--- src/rtl/gpx_pkg.sv ---
package gpx_pkg;

    localparam int LINES = 32;
    localparam int IDX_W = 3;

    typedef logic [LINES-1:0] word_t;

    typedef enum logic [IDX_W-1:0] {
        IDX_DIR  = 3'd0,
        IDX_ODR  = 3'd1,
        IDX_DATA = 3'd2,
        IDX_EVT  = 3'd3,
        IDX_MASK = 3'd4,
        IDX_ECTL = 3'd5,
        IDX_IBE  = 3'd6
    } reg_idx_e;

    typedef struct packed {
        word_t dir;
        word_t odr;
        word_t dout;
        word_t ibe;
        word_t mask;
        word_t ectl;
    } port_cfg_t;

    // Register bit 31-n belongs to pad line n.
    function automatic word_t flip(input word_t v);
        word_t r;
        for (int i = 0; i < LINES; i++) begin
            r[i] = v[LINES-1-i];
        end
        return r;
    endfunction

endpackage

--- src/rtl/gpx_sync_bank.sv ---
module gpx_sync_bank #(
    parameter int W      = 32,
    parameter int STAGES = 2
) (
    input  logic         clk,
    input  logic         rst,
    input  logic [W-1:0] din,
    output logic [W-1:0] sync_q,
    output logic [W-1:0] prev_q
);
    logic [W-1:0] stg [STAGES];

    generate
        for (genvar s = 0; s < STAGES; s++) begin : g_stage
            if (s == 0) begin : g_first
                always_ff @(posedge clk) begin
                    if (rst) stg[s] <= '0;
                    else     stg[s] <= din;
                end
            end else begin : g_next
                always_ff @(posedge clk) begin
                    if (rst) stg[s] <= '0;
                    else     stg[s] <= stg[s-1];
                end
            end
        end
    endgenerate

    always_ff @(posedge clk) begin
        if (rst) prev_q <= '0;
        else     prev_q <= stg[STAGES-1];
    end

    assign sync_q = stg[STAGES-1];
endmodule

--- src/rtl/gpx_event_unit.sv ---
module gpx_event_unit #(
    parameter int W = 32
) (
    input  logic         clk,
    input  logic         rst,
    input  logic [W-1:0] sync_q,
    input  logic [W-1:0] prev_q,
    input  logic [W-1:0] fall_only,
    input  logic [W-1:0] clr,
    output logic [W-1:0] evt_q
);
    logic [W-1:0] fall, rise, hit, evt_d;

    always_comb begin
        fall  = prev_q & ~sync_q;
        rise  = ~prev_q & sync_q;
        hit   = fall | (rise & ~fall_only);
        // a fresh edge outranks a same-cycle clear
        evt_d = (evt_q & ~clr) | hit;
    end

    always_ff @(posedge clk) begin
        if (rst) evt_q <= '0;
        else     evt_q <= evt_d;
    end
endmodule

--- src/rtl/gpx_pad_drive.sv ---
module gpx_pad_drive #(
    parameter int W = 32
) (
    input  logic [W-1:0] dir,
    input  logic [W-1:0] odr,
    input  logic [W-1:0] dout,
    output logic [W-1:0] oe,
    output logic [W-1:0] val
);
    generate
        for (genvar i = 0; i < W; i++) begin : g_bit
            always_comb begin
                if (odr[i]) begin
                    oe[i]  = dir[i] & ~dout[i];
                    val[i] = 1'b0;
                end else begin
                    oe[i]  = dir[i];
                    val[i] = dir[i] & dout[i];
                end
            end
        end
    endgenerate
endmodule

--- src/rtl/gpio_edge_port.sv ---
module gpio_edge_port import gpx_pkg::*; #(
    parameter int SYNC_STAGES = 2
) (
    input  logic             clk,
    input  logic             rst,
    input  logic             wr_en,
    input  logic             rd_en,
    input  logic [IDX_W-1:0] addr,
    input  logic [LINES-1:0] wdata,
    output logic [LINES-1:0] rdata,
    input  logic [LINES-1:0] pad_in,
    output logic [LINES-1:0] pad_out,
    output logic [LINES-1:0] pad_oe,
    output logic             irq
);
    port_cfg_t cfg_q;
    word_t     sync_q, prev_q, evt_q, evt_clr, data_view, rd_mux;
    word_t     oe_r, val_r;

    gpx_sync_bank #(.W(LINES), .STAGES(SYNC_STAGES)) u_sync (
        .clk    (clk),
        .rst    (rst),
        .din    (flip(pad_in)),
        .sync_q (sync_q),
        .prev_q (prev_q)
    );

    assign evt_clr = (wr_en && addr == IDX_EVT) ? wdata : '0;

    gpx_event_unit #(.W(LINES)) u_evt (
        .clk       (clk),
        .rst       (rst),
        .sync_q    (sync_q),
        .prev_q    (prev_q),
        .fall_only (cfg_q.ectl),
        .clr       (evt_clr),
        .evt_q     (evt_q)
    );

    gpx_pad_drive #(.W(LINES)) u_pad (
        .dir  (cfg_q.dir),
        .odr  (cfg_q.odr),
        .dout (cfg_q.dout),
        .oe   (oe_r),
        .val  (val_r)
    );

    always_ff @(posedge clk) begin
        if (rst) begin
            cfg_q <= '0;
        end else if (wr_en) begin
            case (addr)
                IDX_DIR:  cfg_q.dir  <= wdata;
                IDX_ODR:  cfg_q.odr  <= wdata;
                IDX_DATA: cfg_q.dout <= wdata;
                IDX_MASK: cfg_q.mask <= wdata;
                IDX_ECTL: cfg_q.ectl <= wdata;
                IDX_IBE:  cfg_q.ibe  <= wdata;
                default:  ;
            endcase
        end
    end

    always_comb begin
        data_view = (cfg_q.dir & cfg_q.dout) | (~cfg_q.dir & cfg_q.ibe & sync_q);
        case (addr)
            IDX_DIR:  rd_mux = cfg_q.dir;
            IDX_ODR:  rd_mux = cfg_q.odr;
            IDX_DATA: rd_mux = data_view;
            IDX_EVT:  rd_mux = evt_q;
            IDX_MASK: rd_mux = cfg_q.mask;
            IDX_ECTL: rd_mux = cfg_q.ectl;
            IDX_IBE:  rd_mux = cfg_q.ibe;
            default:  rd_mux = '0;
        endcase
    end

    always_ff @(posedge clk) begin
        if (rst)        rdata <= '0;
        else if (rd_en) rdata <= rd_mux;
    end

    assign pad_oe  = flip(oe_r);
    assign pad_out = flip(val_r);
    assign irq     = |(evt_q & cfg_q.mask);
endmodule

--- config.mk ---
export PLATFORM = sky130hd
export DESIGN_NAME = gpio_edge_port
export DESIGN_NICKNAME = d
export VERILOG_FILES = /design/src/rtl/gpx_pkg.sv /design/src/rtl/gpx_sync_bank.sv /design/src/rtl/gpx_event_unit.sv /design/src/rtl/gpx_pad_drive.sv /design/src/rtl/gpio_edge_port.sv
export SDC_FILE = /design/constraint.sdc
export NUM_CORES = 1
export LEC_CHECK = 0
export BUFFER_PORTS_ARGS = -buffer_cell sky130_fd_sc_hd__buf_2
export CORE_MARGIN = 2
export CORE_UTILIZATION = 35
export DETAILED_ROUTE_END_ITERATION = 8
export PLACE_DENSITY = 0.54
export SYNTH_ARGS = -nofsm -noshare
export SYNTH_HDL_FRONTEND = slang
export SYNTH_SLANG_ARGS = --single-unit
--- constraint.sdc ---
create_clock -name clk -period 1.9 [get_ports clk]
set_input_delay 0 -clock clk [delete_from_list [all_inputs] [get_ports clk]]
set_output_delay 0 -clock clk [all_outputs]
set_load 0.02 [all_outputs]
* After elaboration in Yosys (flattened, before gate mapping)
Memory sizes are Yosys's and may differ from the RTL's.
Index checks and enable logic that the tools add are counted.
** Storage, ports and cells
- Memories :: 1
- Memory bits (writable) :: 64
- Bits in registers :: 288
- Output and inout bits :: 97
- Word-level logic and storage cells :: 210
- Input port bits :: 71
** Operators by class
- Bitwise operators :: 114
- Equal/unequal tests :: 6
- Reduce and logical (&&, ||, !) cells :: 9
- Muxes and demuxes :: 71
** Memories
- u_sync.stg :: words 2, bits a word 32, rd ports 2, clocked after memory_dff 0, wr ports 2, RTL line gpx_sync_bank.sv:11 : logic [W-1:0] stg [STAGES];
** Operator list (count)
- AND 32 bit :: 8
- case mux 32 bit (7 select lines) :: 1
- NOT 32 bit :: 5
- two-way mux 32 bit :: 3
- bitwise OR 32 bit :: 3
- two-way mux 1 bit :: 67
- AND 1 bit :: 64
- NOT 1 bit :: 32
- OR reduction 32 bit :: 1
- AND reduction 2 bit :: 6
- == test 3 bit, second input constant :: 3
- == test 3 x 2 -> 1 bit, second input constant :: 2
- == test 3 x 1 -> 1 bit, second input constant :: 1
- zero test 3 bit :: 1
- bitwise OR 1 bit :: 2
- logical AND 1 bit :: 1

* Logic depth before layout (Yosys ltp)
Gate-level depths: netlist of run 1.
- Depth in word-level cells :: 6
- Mapped depth :: 8
- Depth with buffers taken out :: 4

* Modules after synthesis
A second synthesis of run 1 with hierarchy kept.
** Unflattened totals
- Cell total of the unflattened synthesis :: 1768
- Area total of the unflattened synthesis :: 15358.5 um^2
** Modules (own cells, without submodules)
- gpio_edge_port :: sequential area each 4484.3 um^2, area each 10661.5 um^2, times used 1, cells an instance 1339
- gpx_sync_bank :: sequential area each 1921.8 um^2, area each 2600.0 um^2, times used 1, cells an instance 202
- gpx_event_unit :: sequential area each 640.6 um^2, area each 1576.5 um^2, times used 1, cells an instance 163
- gpx_pad_drive :: sequential area each 0.0 um^2, area each 520.5 um^2, times used 1, cells an instance 64

* Least setup slack after synthesis of run 1
OpenSTA, ideal clock, no wires.
- Path type :: reg-to-output
- From :: reg u_evt.evt_q[27]
- To :: out irq
- Data arrival time :: 1.198 ns
- Cell stages (with the launch flop) :: 4
- Data required time :: 1.900 ns
- Path buffers :: 0
- Slack :: 0.702 ns
- Cell sequence :: dfxtp_1 a22oi_1 nand4_1 or4_1
** On the way
- Word-level cells in the longest chain between the ends :: 2
** RTL lines
- start, declared :: RTL line gpx_event_unit.sv:10 : output logic [W-1:0] evt_q
- start signal, assigned :: RTL line gpx_event_unit.sv:24 : else evt_q <= evt_d;
- AND 32 bit :: RTL line gpio_edge_port.sv:85 : assign irq = |(evt_q & cfg_q.mask);
- OR reduction 32 bit :: RTL line gpio_edge_port.sv:85
- end, declared :: RTL line gpio_edge_port.sv:14 : output logic irq
No other way between the ends.

* Final worst setup path of run 1
- From :: reg cfg_q[44] in the netlist's numbering
- To :: out irq
** On the way
- Word-level cells in the longest chain between the ends :: 2
** RTL lines
- start, declared :: RTL line gpio_edge_port.sv:16 : port_cfg_t cfg_q;
- AND 32 bit :: RTL line gpio_edge_port.sv:85
- OR reduction 32 bit :: RTL line gpio_edge_port.sv:85
No other way between the ends.

==> results of run 1 <==
repair_timing:
action,CTS,global route
setup buffers,3,0
setup endpoints to repair,1,1
pin swaps,8,2
hold buffers,70,0
endpoints found under the hold margin,273,0
resized for setup,27,5
cells in the mapped netlist, types with 4 or more instances:
| library cell | n |
|---|---|
| sky130_fd_sc_hd__a22oi_1 | 16 |
| sky130_fd_sc_hd__mux2i_1 | 61 |
| sky130_fd_sc_hd__inv_1 | 4 |
| sky130_fd_sc_hd__buf_4 | 20 |
| sky130_fd_sc_hd__nor2b_1 | 95 |
| sky130_fd_sc_hd__mux2_2 | 4 |
| sky130_fd_sc_hd__a221oi_1 | 28 |
| sky130_fd_sc_hd__a221o_1 | 24 |
| sky130_fd_sc_hd__o21ai_0 | 36 |
| sky130_fd_sc_hd__nand4_1 | 4 |
| sky130_fd_sc_hd__a222oi_1 | 29 |
| sky130_fd_sc_hd__nand2_1 | 549 |
| sky130_fd_sc_hd__buf_1 | 4 |
| sky130_fd_sc_hd__clkbuf_1 | 50 |
| sky130_fd_sc_hd__dfxtp_1 | 352 |
| sky130_fd_sc_hd__buf_6 | 4 |
| sky130_fd_sc_hd__o22ai_1 | 4 |
| sky130_fd_sc_hd__a21o_1 | 4 |
| sky130_fd_sc_hd__o2bb2ai_1 | 24 |
| sky130_fd_sc_hd__a221oi_2 | 5 |
| sky130_fd_sc_hd__buf_2 | 47 |
| sky130_fd_sc_hd__a21boi_0 | 32 |
| sky130_fd_sc_hd__o21ai_1 | 22 |
| sky130_fd_sc_hd__and3b_1 | 31 |
| sky130_fd_sc_hd__a21oi_1 | 227 |
| sky130_fd_sc_hd__a22o_1 | 6 |
| sky130_fd_sc_hd__nor2_1 | 39 |
placed cells by master (no fill, tap or decap), drive strengths merged, types with 3 or more instances in the layout:
cell type / Yosys / routed
nor3: 4 / 4
nor2b: 96 / 96
dlygate4sd3: 0 / 70
a22o: 6 / 6
inv: 5 / 7
bufinv: 0 / 3
nor2: 40 / 40
clkinv: 0 / 8
nand3: 3 / 3
and2: 3 / 3
o2bb2ai: 24 / 24
a221oi: 33 / 33
clkbuf: 50 / 54
a21boi: 32 / 32
mux2i: 61 / 61
nand2: 550 / 550
a22oi: 16 / 16
a21oi: 227 / 227
nand4: 4 / 4
o21ai: 58 / 58
buf: 75 / 218
and3b: 31 / 31
a221o: 24 / 24
dfxtp: 352 / 352
a222oi: 29 / 29
a21o: 4 / 4
o22ai: 4 / 4
mux2: 4 / 4
cells by family (layout without fill, tap and decap cells):
| family | count (synthesis) | count (layout) | synth area share, % |
|---|---|---|---|
| buf+inv | 130 | 361 | 4.45 |
| simple gates | 739 | 739 | 22.3 |
| mux | 66 | 66 | 4.63 |
| flops | 352 | 352 | 48.1 |
| compound gates | 462 | 462 | 20.5 |
state kept, by name, summed over array words and instances, names as in the netlist:
name	cells
u_sync.stg	64
rdata	32
u_evt.evt_q	32
cfg_q	192
u_sync.prev_q	32
worst max-delay path: cells and delay by family (launching register included):
kind | cells | cell delay [ns]
and+or+nand+nor | 2 | 0.63
DFF | 1 | 0.35
AOI/OAI and AO/OA | 1 | 0.26
buffers and inverters | 1 | 0.16
final cells by class:
type | count | area [µm²] | share of cell area (%)
flip-flops and latches | 352 | 7070 | 38.8
multi-input cells | 1267 | 7010 | 38.5
well taps | 532 | 666 | 3.65
inverters | 5 | 18.8 | 0.103
clock buffers | 54 | 1120 | 6.17
clock inverters | 14 | 155 | 0.851
repair buffers | 288 | 2190 | 12.0
worst max-delay path by stage:
stage | startpoint | endpoint
after floorplan | u_evt.evt_q[27] | irq
after global placement | addr[0] | rdata[24]
after detailed placement | addr[0] | rdata[23]
after CTS | cfg_q[50] | irq
after global routing | cfg_q[58] | irq
final | cfg_q[44] | irq
per-layer routing:
layer	vias up	track usage, %	routed length (µm)
li1	6460	-	-
met1	6266	29.7	22300
met2	450	34.1	21800
met3	80	4.94	3360
met4	0	7.10	1400
met5	-	0	0
power groups by stage:
stage / registers (mW) / logic (mW) / clock network [mW]
after floorplan: 7.94 / 0.731 / 0
after global placement: 7.99 / 1.24 / 0
after detailed placement: 8.00 / 1.25 / 0
after CTS: 7.84 / 1.38 / 7.83
after global routing: 7.87 / 1.49 / 8.13
final: 7.85 / 1.38 / 7.67
through the flow:
step / util (%) / std cells / setup WS (ns) / TNS (ns)
after floorplan: - / 1749 / 0.702 / 0
after detailed placement: 39.4 / 2371 / 0.158 / 0
after global routing: 44.5 / 2512 / -0.0842 / -0.0842
after global placement: 39.4 / 2371 / 0.256 / 0
final: 44.5 / 2512 / -0.0589 / -0.0589
after CTS: 44.4 / 2512 / -0.0475 / -0.0475
==> impl_table.tex, run 1 <==
\begin{tabular}{lr}
\hline
Metric & Value \\
\hline
\multicolumn{2}{l}{\textbf{STA}} \\
\quad Endpoints failing setup & 1 \\
\quad Final worst clock skew & 0.0114 ns \\
\quad Hold slack & 0.129 ns \\
\quad Maximum clock frequency & 0.510 GHz \\
\quad Measured slew at the worst slew-check pin & 0.971 ns \\
\quad Final Hold Vio Count & 0 \\
\quad Worst setup margin & -0.0589 ns \\
\quad Unrepaired setup endpoints after global routing & true \\
\quad Final critical path time including I/O delays and setup & 1.96 ns \\
\quad Max-slew violation total from the final report & 0 \\
\quad Headroom to the max-slew limit & 35.1\% \\
\quad Share of the clock period used by the worst path & 103\% \\
\multicolumn{2}{l}{\textbf{Worst hold path}} \\
\quad End of the worst hold path & rdata[28] \\
\quad Cell depth of the worst min-delay path & 4 \\
\quad Startpoint of the tightest hold check path & addr[2] \\
\quad Path type of the worst min-delay path & in -> reg \\
\multicolumn{2}{l}{\textbf{Critical path}} \\
\quad Slowest cell on crit path & sky130\_fd\_sc\_hd\_\_or4\_4 \\
\quad Register-to-register setup slack & 0.58 ns \\
\quad Endpoint class of the critical path & output pin \\
\quad Capture instance of the worst register-to-register path & rdata[16] \\
\quad Cell depth of the worst flop-to-flop path & 4 \\
\quad Cells along the critical path & a22oi\_1, nand4\_1, or4\_4, buf\_6 \\
\quad Crit Path Max Fanout & 3 \\
\quad Beginning of the worst register-to-register path & cfg\_q[176] \\
\quad Class of the most critical setup path & reg -> out \\
\quad Worst endpoint required time & 1.90 ns \\
\quad CP max stage delay & 0.48 ns \\
\quad CP Data Arrival Time & 1.96 ns \\
\quad Startpoint Class & register \\
\multicolumn{2}{l}{\textbf{Logic synthesis}} \\
\quad Share of Yosys cell area claimed by the top area cell type & 48.1\% \\
\quad Cell Area, Synth & 14,600 µm² \\
\quad Synthesis Warnings & 0 \\
\quad Post-Synthesis Cells & 1,749 \\
\quad Count of unique library cells instantiated by Yosys & 48 \\
\quad Number of storage elements in the synthesis netlist & 352 \\
\quad Syn\_nets & 1,820 \\
\quad Register area share after synthesis & 48.1\% \\
\quad EDFF count, synth & 0 \\
\quad Dominant cells by area after synthesis & sky130\_fd\_sc\_hd\_\_dfxtp\_1, sky130\_fd\_sc\_hd\_\_nand2\_1, sky130\_fd\_sc\_hd\_\_a21oi\_1 \\
\quad Dominant synthesized flop cell & sky130\_fd\_sc\_hd\_\_dfxtp\_1 \\
\quad Cell type with the largest total area after synthesis & sky130\_fd\_sc\_hd\_\_dfxtp\_1 \\
\quad Post-Syn Area per Cell & 8.37 µm² \\
\quad Post-synthesis async set-or-reset flop share & 0\% \\
\multicolumn{2}{l}{\textbf{Clock network}} \\
\quad CTS sink count & 352 \\
\quad Maximum level of the CTS H-tree & 2 \\
\quad CTS tree & done \\
\quad Buffer depth of the longest clock path & 3 \\
\quad TritonCTS buffer count & 40 \\
\quad Clock Latency Late Sink & 0.55 ns \\
\quad Clock slew seen by the registers of the worst setup and hold paths & 0.06 ns \\
\quad Buffer cell driving the clock tree root & sky130\_fd\_sc\_hd\_\_clkbuf\_16 \\
\multicolumn{2}{l}{\textbf{Power and ir drop}} \\
\quad Power per standard cell area & 927 nW/µm² \\
\quad Clk network pwr share & 45.4\% \\
\quad Share of power burned in registers & 46.4\% \\
\quad Maximum VDD drop & 598 µV \\
\quad Combinational cell fraction of total power & 8.2\% \\
\quad Psw & 4.16 mW \\
\quad Internal Pwr Total & 12.7 mW \\
\quad Post-layout power & 16.9 mW \\
\quad Net switching share of the total power & 24.6\% \\
\quad LEAKAGE & 6.75 nW \\
\multicolumn{2}{l}{\textbf{Routing}} \\
\quad Via count & 13,256 \\
\quad Number of design rule violations left after detail routing & 0 \\
\quad Number of violations reported at the end of detailed-routing iteration 0 & 1,133 \\
\quad Wire per inst & 19.5 µm \\
\quad Remaining antenna violation count after routing & 0 \\
\quad Total iterations of the first detailed-routing run & 6 \\
\quad Detail-routed via count per cell & 5.28 \\
\quad Wire length after detailed routing & 48,900 µm \\
\multicolumn{2}{l}{\textbf{Floorplanning}} \\
\quad Starting density of the core & 35.7\% \\
\quad Top-level I/O count & 168 \\
\quad Height of the die & 208 µm \\
\quad Die outline width & 208 µm \\
\quad Overall die area & 43,500 µm² \\
\quad Row count & 74 \\
\quad Floorplan Core Area & 41,000 µm² \\
\multicolumn{2}{l}{\textbf{Place}} \\
\quad Weighted congestion reported at the end of routability-driven placement & 0.819 \\
\quad Placed Instance Area & 16,100 µm² \\
\quad Post-detailed-placement half-perimeter wirelength & 32,300 µm \\
\quad Number of buffers added on ports & 167 \\
\multicolumn{2}{l}{\textbf{Global route}} \\
\quad Number of antenna violations at the first check in global routing & 0 \\
\quad First-pass GRT wire length & 74,400 µm \\
\quad Pin count of the biggest net entering global routing & 74 \\
\quad Residual overflow from global routing & 0 \\
\quad Via count of the first global-routing pass & 12,631 \\
\quad Total track usage & 21.8\% \\
\multicolumn{2}{l}{\textbf{Outcome}} \\
\quad Violated checks & negative setup slack \\
\quad Run status & finished, violations left \\
\multicolumn{2}{l}{\textbf{Flow run}} \\
\quad Max-Cap Viols & 0 \\
\multicolumn{2}{l}{\textbf{Finish}} \\
\quad Total of fill cells in the finished design & 4,048 \\
\quad Area growth from synthesis to final layout & 24.6\% \\
\quad Share of post-route cells with drive strength above 1 & 16.5\% \\
\quad Diodes inserted & 0 \\
\quad Layout Nets & 2,025 \\
\quad Cell area after layout & 18,200 µm² \\
\hline
\end{tabular}
(Power assumes the default switching activity.)
==> run 2: changes to the inputs <==
--- a/config.mk
+++ b/config.mk
@@ -6,10 +6,12 @@
 export NUM_CORES = 1
 export LEC_CHECK = 0
 export BUFFER_PORTS_ARGS = -buffer_cell sky130_fd_sc_hd__buf_2
+export CELL_PAD_IN_SITES_DETAIL_PLACEMENT = 1
+export CELL_PAD_IN_SITES_GLOBAL_PLACEMENT = 1
 export CORE_MARGIN = 2
 export CORE_UTILIZATION = 35
 export DETAILED_ROUTE_END_ITERATION = 8
-export PLACE_DENSITY = 0.54
+export PLACE_DENSITY = 0.68
 export SYNTH_ARGS = -nofsm -noshare
 export SYNTH_HDL_FRONTEND = slang
 export SYNTH_SLANG_ARGS = --single-unit
==> run 2 against run 1 <==
Against the previous run:
- the flow still finishes with violations (negative setup slack)
- die area is the same
- first-iteration DRC count shrank 20%
- setup slack lost 0.036 ns
- register-to-register slack lost 0.03 ns
- global-route usage grew 2.4 points
- worst hold slack lost 0.054 ns
- largest cell class unchanged
==> impl_table.tex, run 2 (synthesis gave the netlist of run 1 again) <==
\begin{tabular}{lr}
\hline
Metric & Value \\
\hline
\multicolumn{2}{l}{\textbf{Clock network}} \\
\quad Clock Latency Late Sink & 0.56 ns (about the same) \\
\quad Buffer depth of the longest clock path & 3 (unchanged) \\
\quad TritonCTS buffer count & 41 (+2.5\%) \\
\quad Buffer cell driving the clock tree root & sky130\_fd\_sc\_hd\_\_clkbuf\_16 \\
\quad Clock slew seen by the registers of the worst setup and hold paths & 0.06 ns (about the same) \\
\quad CTS sink count & 352 (unchanged) \\
\quad CTS tree & done \\
\quad Maximum level of the CTS H-tree & 2 (unchanged) \\
\multicolumn{2}{l}{\textbf{Global route}} \\
\quad Residual overflow from global routing & 0 (unchanged) \\
\quad Total track usage & 24.1\% (+2.4 points) \\
\quad Number of antenna violations at the first check in global routing & 2 (+2) \\
\quad Pin count of the biggest net entering global routing & 65 (-12\%) \\
\quad First-pass GRT wire length & 82,000 µm (+10\%) \\
\quad Via count of the first global-routing pass & 14,065 (+11\%) \\
\multicolumn{2}{l}{\textbf{Routing}} \\
\quad Detail-routed via count per cell & 5.42 (+2.7\%) \\
\quad Via count & 13,699 (+3.3\%) \\
\quad Wire length after detailed routing & 53,200 µm (+8.8\%) \\
\quad Total iterations of the first detailed-routing run & 7 (+1) \\
\quad Number of violations reported at the end of detailed-routing iteration 0 & 907 (-20\%) \\
\quad Number of design rule violations left after detail routing & 0 (unchanged) \\
\quad Wire per inst & 21.0 µm (+8.1\%) \\
\quad Remaining antenna violation count after routing & 0 (unchanged) \\
\multicolumn{2}{l}{\textbf{Critical path}} \\
\quad CP Data Arrival Time & 1.99 ns (+0.03 ns) \\
\quad Startpoint Class & register \\
\quad CP max stage delay & 0.54 ns (+0.06 ns) \\
\quad Endpoint class of the critical path & output pin \\
\quad Crit Path Max Fanout & 2 (-1) \\
\quad Class of the most critical setup path & reg -> out \\
\quad Slowest cell on crit path & sky130\_fd\_sc\_hd\_\_or4\_4 \\
\quad Cells along the critical path & a22oi\_2, nand4\_1, or4\_4, buf\_6 \\
\quad Worst endpoint required time & 1.90 ns (about the same) \\
\multicolumn{2}{l}{\textbf{Power and ir drop}} \\
\quad Combinational cell fraction of total power & 8.3\% (about the same) \\
\quad Power per standard cell area & 924 nW/µm² (-0.25\%) \\
\quad Psw & 4.24 mW (+1.9\%) \\
\quad LEAKAGE & 6.76 nW (+0.19\%) \\
\quad Maximum VDD drop & 541 µV (-9.5\%) \\
\quad Post-layout power & 16.8 mW (-0.35\%) \\
\quad Share of power burned in registers & 46.6\% (+0.2 points) \\
\quad Internal Pwr Total & 12.6 mW (-1.1\%) \\
\quad Clk network pwr share & 45.1\% (-0.3 points) \\
\quad Net switching share of the total power & 25.2\% (+0.56 points) \\
\multicolumn{2}{l}{\textbf{Finish}} \\
\quad Total area of sequential cells & 7060 µm² (-0.11\%) \\
\quad Area growth from synthesis to final layout & 24.5\% \\
\quad Share of post-route cells with drive strength above 1 & 16.5\% (+0.077 points) \\
\quad Cell Count, Final, Fillers Out & 2,528 (+0.64\%) \\
\quad Top library cells by usage in the layout, fill and taps aside & sky130\_fd\_sc\_hd\_\_nand2\_1, sky130\_fd\_sc\_hd\_\_dfxtp\_1, sky130\_fd\_sc\_hd\_\_a21oi\_1, sky130\_fd\_sc\_hd\_\_buf\_2, sky130\_fd\_sc\_hd\_\_nor2b\_1 \\
\quad Layout Nets & 2,038 (+0.64\%) \\
\quad Commonest non-fill, non-tap cell in the layout & sky130\_fd\_sc\_hd\_\_nand2\_1 \\
\quad Multi-input combinational cell area & 7010 µm² (unchanged) \\
\quad Largest register by flop count & cfg\_q \\
\quad Leading registers by flop count & cfg\_q x192, u\_sync.stg x64 \\
\quad Cell area after layout & 18,200 µm² (-0.10\%) \\
\quad Core utilization of the finished layout & 44.4\% (-0.046 points) \\
\quad Largest register FFs & 192 (unchanged) \\
\quad Total of fill cells in the finished design & 4,835 (+19\%) \\
\multicolumn{2}{l}{\textbf{Flow run}} \\
\quad Max-Cap Viols & 0 (unchanged) \\
\multicolumn{2}{l}{\textbf{STA}} \\
\quad Share of the clock period used by the worst path & 105\% (+1.9 points) \\
\quad Maximum clock frequency & 0.501 GHz (-1.8\%) \\
\quad Unrepaired setup endpoints after global routing & true \\
\quad Measured slew at the worst slew-check pin & 0.905 ns (-0.0657 ns) \\
\quad Headroom to the max-slew limit & 39.5\% (+4.4 points) \\
\quad Worst setup margin & -0.0945 ns (-0.0356 ns) \\
\quad Final critical path time including I/O delays and setup & 1.99 ns (+0.0356 ns) \\
\quad Endpoints failing setup & 1 (unchanged) \\
\quad Max-slew violation total from the final report & 0 (unchanged) \\
\quad Final worst clock skew & 0.0148 ns (+0.00332 ns) \\
\quad Final Hold Vio Count & 0 (unchanged) \\
\multicolumn{2}{l}{\textbf{Place}} \\
\quad Post-detailed-placement half-perimeter wirelength & 36,100 µm (+12\%) \\
\quad Weighted congestion reported at the end of routability-driven placement & 0.820 (about the same) \\
\quad Cells after DPL & 2,382 (+0.46\%) \\
\quad Placed Instance Area & 16,100 µm² (-0.11\%) \\
\quad Pre-CTS setup slack & 0.136 ns (-0.0217 ns) \\
\quad Number of buffers added on ports & 167 (unchanged) \\
\multicolumn{2}{l}{\textbf{Floorplanning}} \\
\quad Row count & 74 (unchanged) \\
\quad Floorplan Core Area & 41,000 µm² (unchanged) \\
\quad Height of the die & 208 µm (unchanged) \\
\quad Die outline width & 208 µm (unchanged) \\
\quad Starting density of the core & 35.7\% (unchanged) \\
\quad Overall die area & 43,500 µm² (unchanged) \\
\quad Top-level I/O count & 168 (unchanged) \\
\multicolumn{2}{l}{\textbf{Outcome}} \\
\quad Violated checks & negative setup slack \\
\quad Run status & finished, violations left \\
\multicolumn{2}{l}{\textbf{Worst hold path}} \\
\quad Path type of the worst min-delay path & in -> reg \\
\hline
\end{tabular}
run 2: cell count changes in the layout (fill, tap and decap cells not counted), moves of 3 or more:
cell and change:
sky130_fd_sc_hd__clkinv_2 -3, sky130_fd_sc_hd__dfxtp_2 -3, sky130_fd_sc_hd__bufinv_16 -3, sky130_fd_sc_hd__buf_4 +18, sky130_fd_sc_hd__buf_12 -8, sky130_fd_sc_hd__clkbuf_1 +5
sky130_fd_sc_hd__dfxtp_1 +4
run 2: power groups by stage:
stage / registers (mW) / logic (mW) / clock network, mW
after global placement: 8.00 / 1.24 / 0
after CTS: 7.85 / 1.40 / 7.75
after global routing: 7.88 / 1.51 / 8.06
final: 7.85 / 1.40 / 7.59
after detailed placement: 8.00 / 1.27 / 0
after floorplan: 7.94 / 0.731 / 0
run 2: path summary, 6_finish.rpt:
| kind | start | to | slack [ns] | cells after the start |
|---|---|---|---|---|
| max | cfg_q[62] | irq | -0.09 | 4 |
| min reg2reg | u_sync.stg[0][12] | u_sync.stg[1][12] | 0.44 | 1 |
| max reg2reg | u_sync.stg[1][23] | rdata[23] | 0.55 | 4 |
| min | wr_en | cfg_q[124] | 0.07 | 5 |
run 2: routing by layer:
layer | global-route usage, % | vias up | wire (µm)
met4 | 7.52 | 4 | 1470
met2 | 39.8 | 364 | 24600
li1 | - | 6475 | -
met5 | 0 | - | 27
met3 | 4.59 | 88 | 3040
met1 | 31.9 | 6768 | 24100
run 2: area by class of cell:
class                           count  share of cell area, %
Multi-Input combinational cell   1267                   38.5
Clock inverter                      8                  0.275
Sequential cell                   352                   38.8
Clock buffer                       63                   6.70
Antenna cell                        1                 0.0137
Timing Repair Buffer              300                   12.0
Tap cell                          532                   3.65
Inverter                            5                  0.103
run 2: what timing repair did:
item / 4_1_cts / 5_1_grt
setup endpoints to repair: 1 / 1
buffers inserted: 2 / 0
pin swaps: 10 / 0
endpoints found under the hold margin: 276 / 0
hold buffers: 72 / 0
resized for setup: 20 / 7
run 2: per-stage QoR:
step | setup TNS [ns] | hold WS [ns]
detailed placement | 0 | 0.217
global placement | 0 | 0.208
finish | -0.0945 | 0.0748
floorplan | 0 | 0.128
global route | -0.126 | 0.104
CTS | -0.0952 | 0.0488
run 2: critical path, delay by kind of cell (launching register included):
| family | cells | cell delay, ns |
|---|---|---|
| buf+inv | 1 | 0.16 |
| simple gates | 2 | 0.68 |
| flops | 1 | 0.33 |
| compound gates | 1 | 0.27 |
==> run 3: changes to the inputs <==
--- a/config.mk
+++ b/config.mk
@@ -12,6 +12,7 @@
 export CORE_UTILIZATION = 35
 export DETAILED_ROUTE_END_ITERATION = 8
 export PLACE_DENSITY = 0.68
+export SETUP_SLACK_MARGIN = 0.4
 export SYNTH_ARGS = -nofsm -noshare
 export SYNTH_HDL_FRONTEND = slang
 export SYNTH_SLANG_ARGS = --single-unit
==> run 3 against run 2 <==
Against the previous run:
- the flow still finishes with violations (negative setup slack)
- final area grew 0.28%
- cell count grew 0.20%
- sequential share of layout area shrank 0.086 points
- highest routed layer unchanged
- count of clock-buffer cells in the layout is the same
- die area is the same
- first-iteration DRC count grew 3.7%
- critical endpoint unchanged
- combinational power is essentially flat
- global-route usage grew 0.065 points
- worst hold slack is essentially flat
- utilization grew 0.12 points
- fmax grew 0.58%
- non-clock buffer count grew 4
==> impl_table.tex, run 3 (synthesis gave the netlist of run 1 again) <==
\begin{tabular}{lr}
\hline
Metric & Value \\
\hline
\multicolumn{2}{l}{\textbf{Worst hold path}} \\
\quad Path type of the worst min-delay path & in -> reg \\
\quad End of the worst hold path & cfg\_q[124] \\
\quad Cell depth of the worst min-delay path & 5 (unchanged) \\
\quad Startpoint of the tightest hold check path & wr\_en \\
\multicolumn{2}{l}{\textbf{Routing}} \\
\quad Number of design rule violations left after detail routing & 0 (unchanged) \\
\quad Total iterations of the first detailed-routing run & 6 (-1) \\
\quad Number of violations reported at the end of detailed-routing iteration 0 & 941 (+3.7\%) \\
\quad Wire per inst & 21.0 µm (about the same) \\
\quad Wire length after detailed routing & 53,300 µm (+0.24\%) \\
\quad Detail-routed via count per cell & 5.42 (about the same) \\
\quad Remaining antenna violation count after routing & 0 (unchanged) \\
\quad Via count & 13,737 (+0.28\%) \\
\multicolumn{2}{l}{\textbf{Finish}} \\
\quad Cell area after layout & 18,300 µm² (+0.28\%) \\
\quad Area growth from synthesis to final layout & 24.8\% \\
\quad Layout Nets & 2,042 (+0.20\%) \\
\quad Cell Count, Final, Fillers Out & 2,533 (+0.20\%) \\
\quad Commonest non-fill, non-tap cell in the layout & sky130\_fd\_sc\_hd\_\_nand2\_1 \\
\quad Top library cells by usage in the layout, fill and taps aside & sky130\_fd\_sc\_hd\_\_nand2\_1, sky130\_fd\_sc\_hd\_\_dfxtp\_1, sky130\_fd\_sc\_hd\_\_a21oi\_1, sky130\_fd\_sc\_hd\_\_buf\_2, sky130\_fd\_sc\_hd\_\_nor2b\_1 \\
\quad Largest register FFs & 192 (unchanged) \\
\quad Largest register by flop count & cfg\_q \\
\quad Leading registers by flop count & cfg\_q x192, u\_sync.stg x64 \\
\quad Multi-input combinational cell area & 7030 µm² (+0.16\%) \\
\quad Total area of sequential cells & 7070 µm² (about the same) \\
\quad Share of post-route cells with drive strength above 1 & 16.9\% (+0.32 points) \\
\quad Total of fill cells in the finished design & 4,832 (-0.062\%) \\
\multicolumn{2}{l}{\textbf{Outcome}} \\
\quad Run status & finished, violations left \\
\quad Violated checks & negative setup slack \\
\multicolumn{2}{l}{\textbf{Critical path}} \\
\quad Crit Path Max Fanout & 3 (+1) \\
\quad Cell depth of the worst flop-to-flop path & 4 (unchanged) \\
\quad CP Data Arrival Time & 1.98 ns (about the same) \\
\quad Class of the most critical setup path & reg -> out \\
\quad Worst endpoint required time & 1.90 ns (about the same) \\
\quad CP max stage delay & 0.54 ns (about the same) \\
\quad Endpoint class of the critical path & output pin \\
\quad Setup crit start & u\_evt.evt\_q[30] \\
\quad Slowest cell on crit path & sky130\_fd\_sc\_hd\_\_or4\_4 \\
\quad Capture instance of the worst register-to-register path & rdata[23] \\
\quad Beginning of the worst register-to-register path & u\_sync.stg[1][23] \\
\quad Register-to-register setup slack & 0.53 ns (-0.02 ns) \\
\quad Startpoint Class & register \\
\quad Cells along the critical path & a22oi\_2, nand4\_1, or4\_4, buf\_6 \\
\multicolumn{2}{l}{\textbf{Clock network}} \\
\quad Buffer cell driving the clock tree root & sky130\_fd\_sc\_hd\_\_clkbuf\_16 \\
\quad TritonCTS buffer count & 41 (unchanged) \\
\quad CTS tree & done \\
\quad Clock Latency Late Sink & 0.56 ns (about the same) \\
\quad Buffer depth of the longest clock path & 3 (unchanged) \\
\quad Clock slew seen by the registers of the worst setup and hold paths & 0.06 ns (about the same) \\
\quad Maximum level of the CTS H-tree & 2 (unchanged) \\
\quad CTS sink count & 352 (unchanged) \\
\multicolumn{2}{l}{\textbf{Place}} \\
\quad Number of buffers added on ports & 167 (unchanged) \\
\quad Post-detailed-placement half-perimeter wirelength & 36,100 µm (unchanged) \\
\quad Pre-CTS setup slack & 0.136 ns (unchanged) \\
\quad Cells after DPL & 2,382 (unchanged) \\
\quad Placed Instance Area & 16,100 µm² (unchanged) \\
\quad Weighted congestion reported at the end of routability-driven placement & 0.820 (unchanged) \\
\multicolumn{2}{l}{\textbf{Global route}} \\
\quad Met3 track utilization from global routing & 4.75\% (+0.17 points) \\
\quad Pin count of the biggest net entering global routing & 65 (unchanged) \\
\quad Residual overflow from global routing & 0 (unchanged) \\
\quad Total track usage & 24.2\% (+0.065 points) \\
\quad Via count of the first global-routing pass & 14,058 (-0.050\%) \\
\quad Met1 usage & 32.0\% (about the same) \\
\quad Number of antenna violations at the first check in global routing & 3 (+1) \\
\quad Met2 usage & 39.7\% (-0.13 points) \\
\quad First-pass GRT wire length & 82,100 µm (+0.16\%) \\
\quad Layer carrying the most global-route usage & met2 \\
\multicolumn{2}{l}{\textbf{STA}} \\
\quad Final worst clock skew & 0.0149 ns (+0.000142 ns) \\
\quad Headroom to the max-slew limit & 38.8\% (-0.70 points) \\
\quad Unrepaired setup endpoints after global routing & true \\
\quad Measured slew at the worst slew-check pin & 0.916 ns (+0.0105 ns) \\
\quad Share of the clock period used by the worst path & 104\% (-0.61 points) \\
\quad Hold slack & 0.0748 ns (-0.0000152 ns) \\
\quad Endpoints failing setup & 1 (unchanged) \\
\quad Final Hold Vio Count & 0 (unchanged) \\
\quad Final critical path time including I/O delays and setup & 1.98 ns (-0.0115 ns) \\
\quad TNS Setup & -0.0830 ns (+0.0115 ns) \\
\quad Max-slew violation total from the final report & 0 (unchanged) \\
\quad Maximum clock frequency & 0.504 GHz (+0.58\%) \\
\quad Worst setup margin & -0.0830 ns (+0.0115 ns) \\
\multicolumn{2}{l}{\textbf{Floorplanning}} \\
\quad Row count & 74 (unchanged) \\
\quad Die outline width & 208 µm (unchanged) \\
\quad Top-level I/O count & 168 (unchanged) \\
\quad Floorplan Core Area & 41,000 µm² (unchanged) \\
\quad Height of the die & 208 µm (unchanged) \\
\quad Overall die area & 43,500 µm² (unchanged) \\
\quad Starting density of the core & 35.7\% (unchanged) \\
\multicolumn{2}{l}{\textbf{Power and ir drop}} \\
\quad LEAKAGE & 6.79 nW (+0.47\%) \\
\quad Maximum VDD drop & 541 µV (about the same) \\
\quad Power per standard cell area & 922 nW/µm² (-0.21\%) \\
\multicolumn{2}{l}{\textbf{Flow run}} \\
\quad Max-Cap Viols & 0 (unchanged) \\
\hline
\end{tabular}
[run 3: changes by cell type in the layout (fill, tap and decap cells not counted), sizes merged]
| cell | previous run | this run |
|---|---|---|
| dlygate4sd3 | 72 | 73 |
| buf | 228 | 231 |
| diode | 1 | 2 |
[run 3: worst max path at each step]
stage | to | cells after the start
3_3_place_gp | rdata[10] | 6
3_5_place_dp | rdata[12] | 6
2_1_floorplan | irq | 3
5_1_grt | irq | 4
6_report | irq | 4
4_1_cts | irq | 4
[run 3: per-layer routing]
layer | vias to the layer above | routed length [µm]
li1 | 6480 | -
met1 | 6820 | 24200
met2 | 341 | 24500
met3 | 90 | 3030
met4 | 6 | 1520
met5 | - | 41
[run 3: final cells by class]
class                           instances  share of cell area (%)
Timing Repair Buffer                  304                    12.1
Tap cell                              532                    3.64
Clock inverter                          8                   0.274
Multi-Input combinational cell       1267                    38.5
Antenna cell                            2                  0.0274
Inverter                                5                   0.103
Clock buffer                           63                    6.69
Sequential cell                       352                    38.7
[run 3: timing repair]
item,4_1_cts,5_1_grt
hold buffers,73,0
endpoints found under the hold margin,276,0
pin swaps,10,0
gates resized for setup,27,13
cloned,0,0
buffers inserted,2,3
setup endpoints to repair,6,8
[run 3: report_power, final]
part	internal, mW	switching, mW	total, mW
clock network	4.41	3.18	7.59
logic	0.566	0.841	1.41
registers	7.63	0.226	7.85
[run 3: stage by stage]
step	power [mW]	util (%)
floorplan	8.67	-
global placement	9.23	39.3
detailed placement	9.27	39.3
CTS	17.0	44.4
global route	17.5	44.5
finish	16.9	44.5
[run 3: critical path: cells and delay by family (launching register included)]
kind            cells  cell delay, ns
simple gates        2            0.67
flops               1            0.34
compound gates      1            0.25
buf+inv             1            0.16
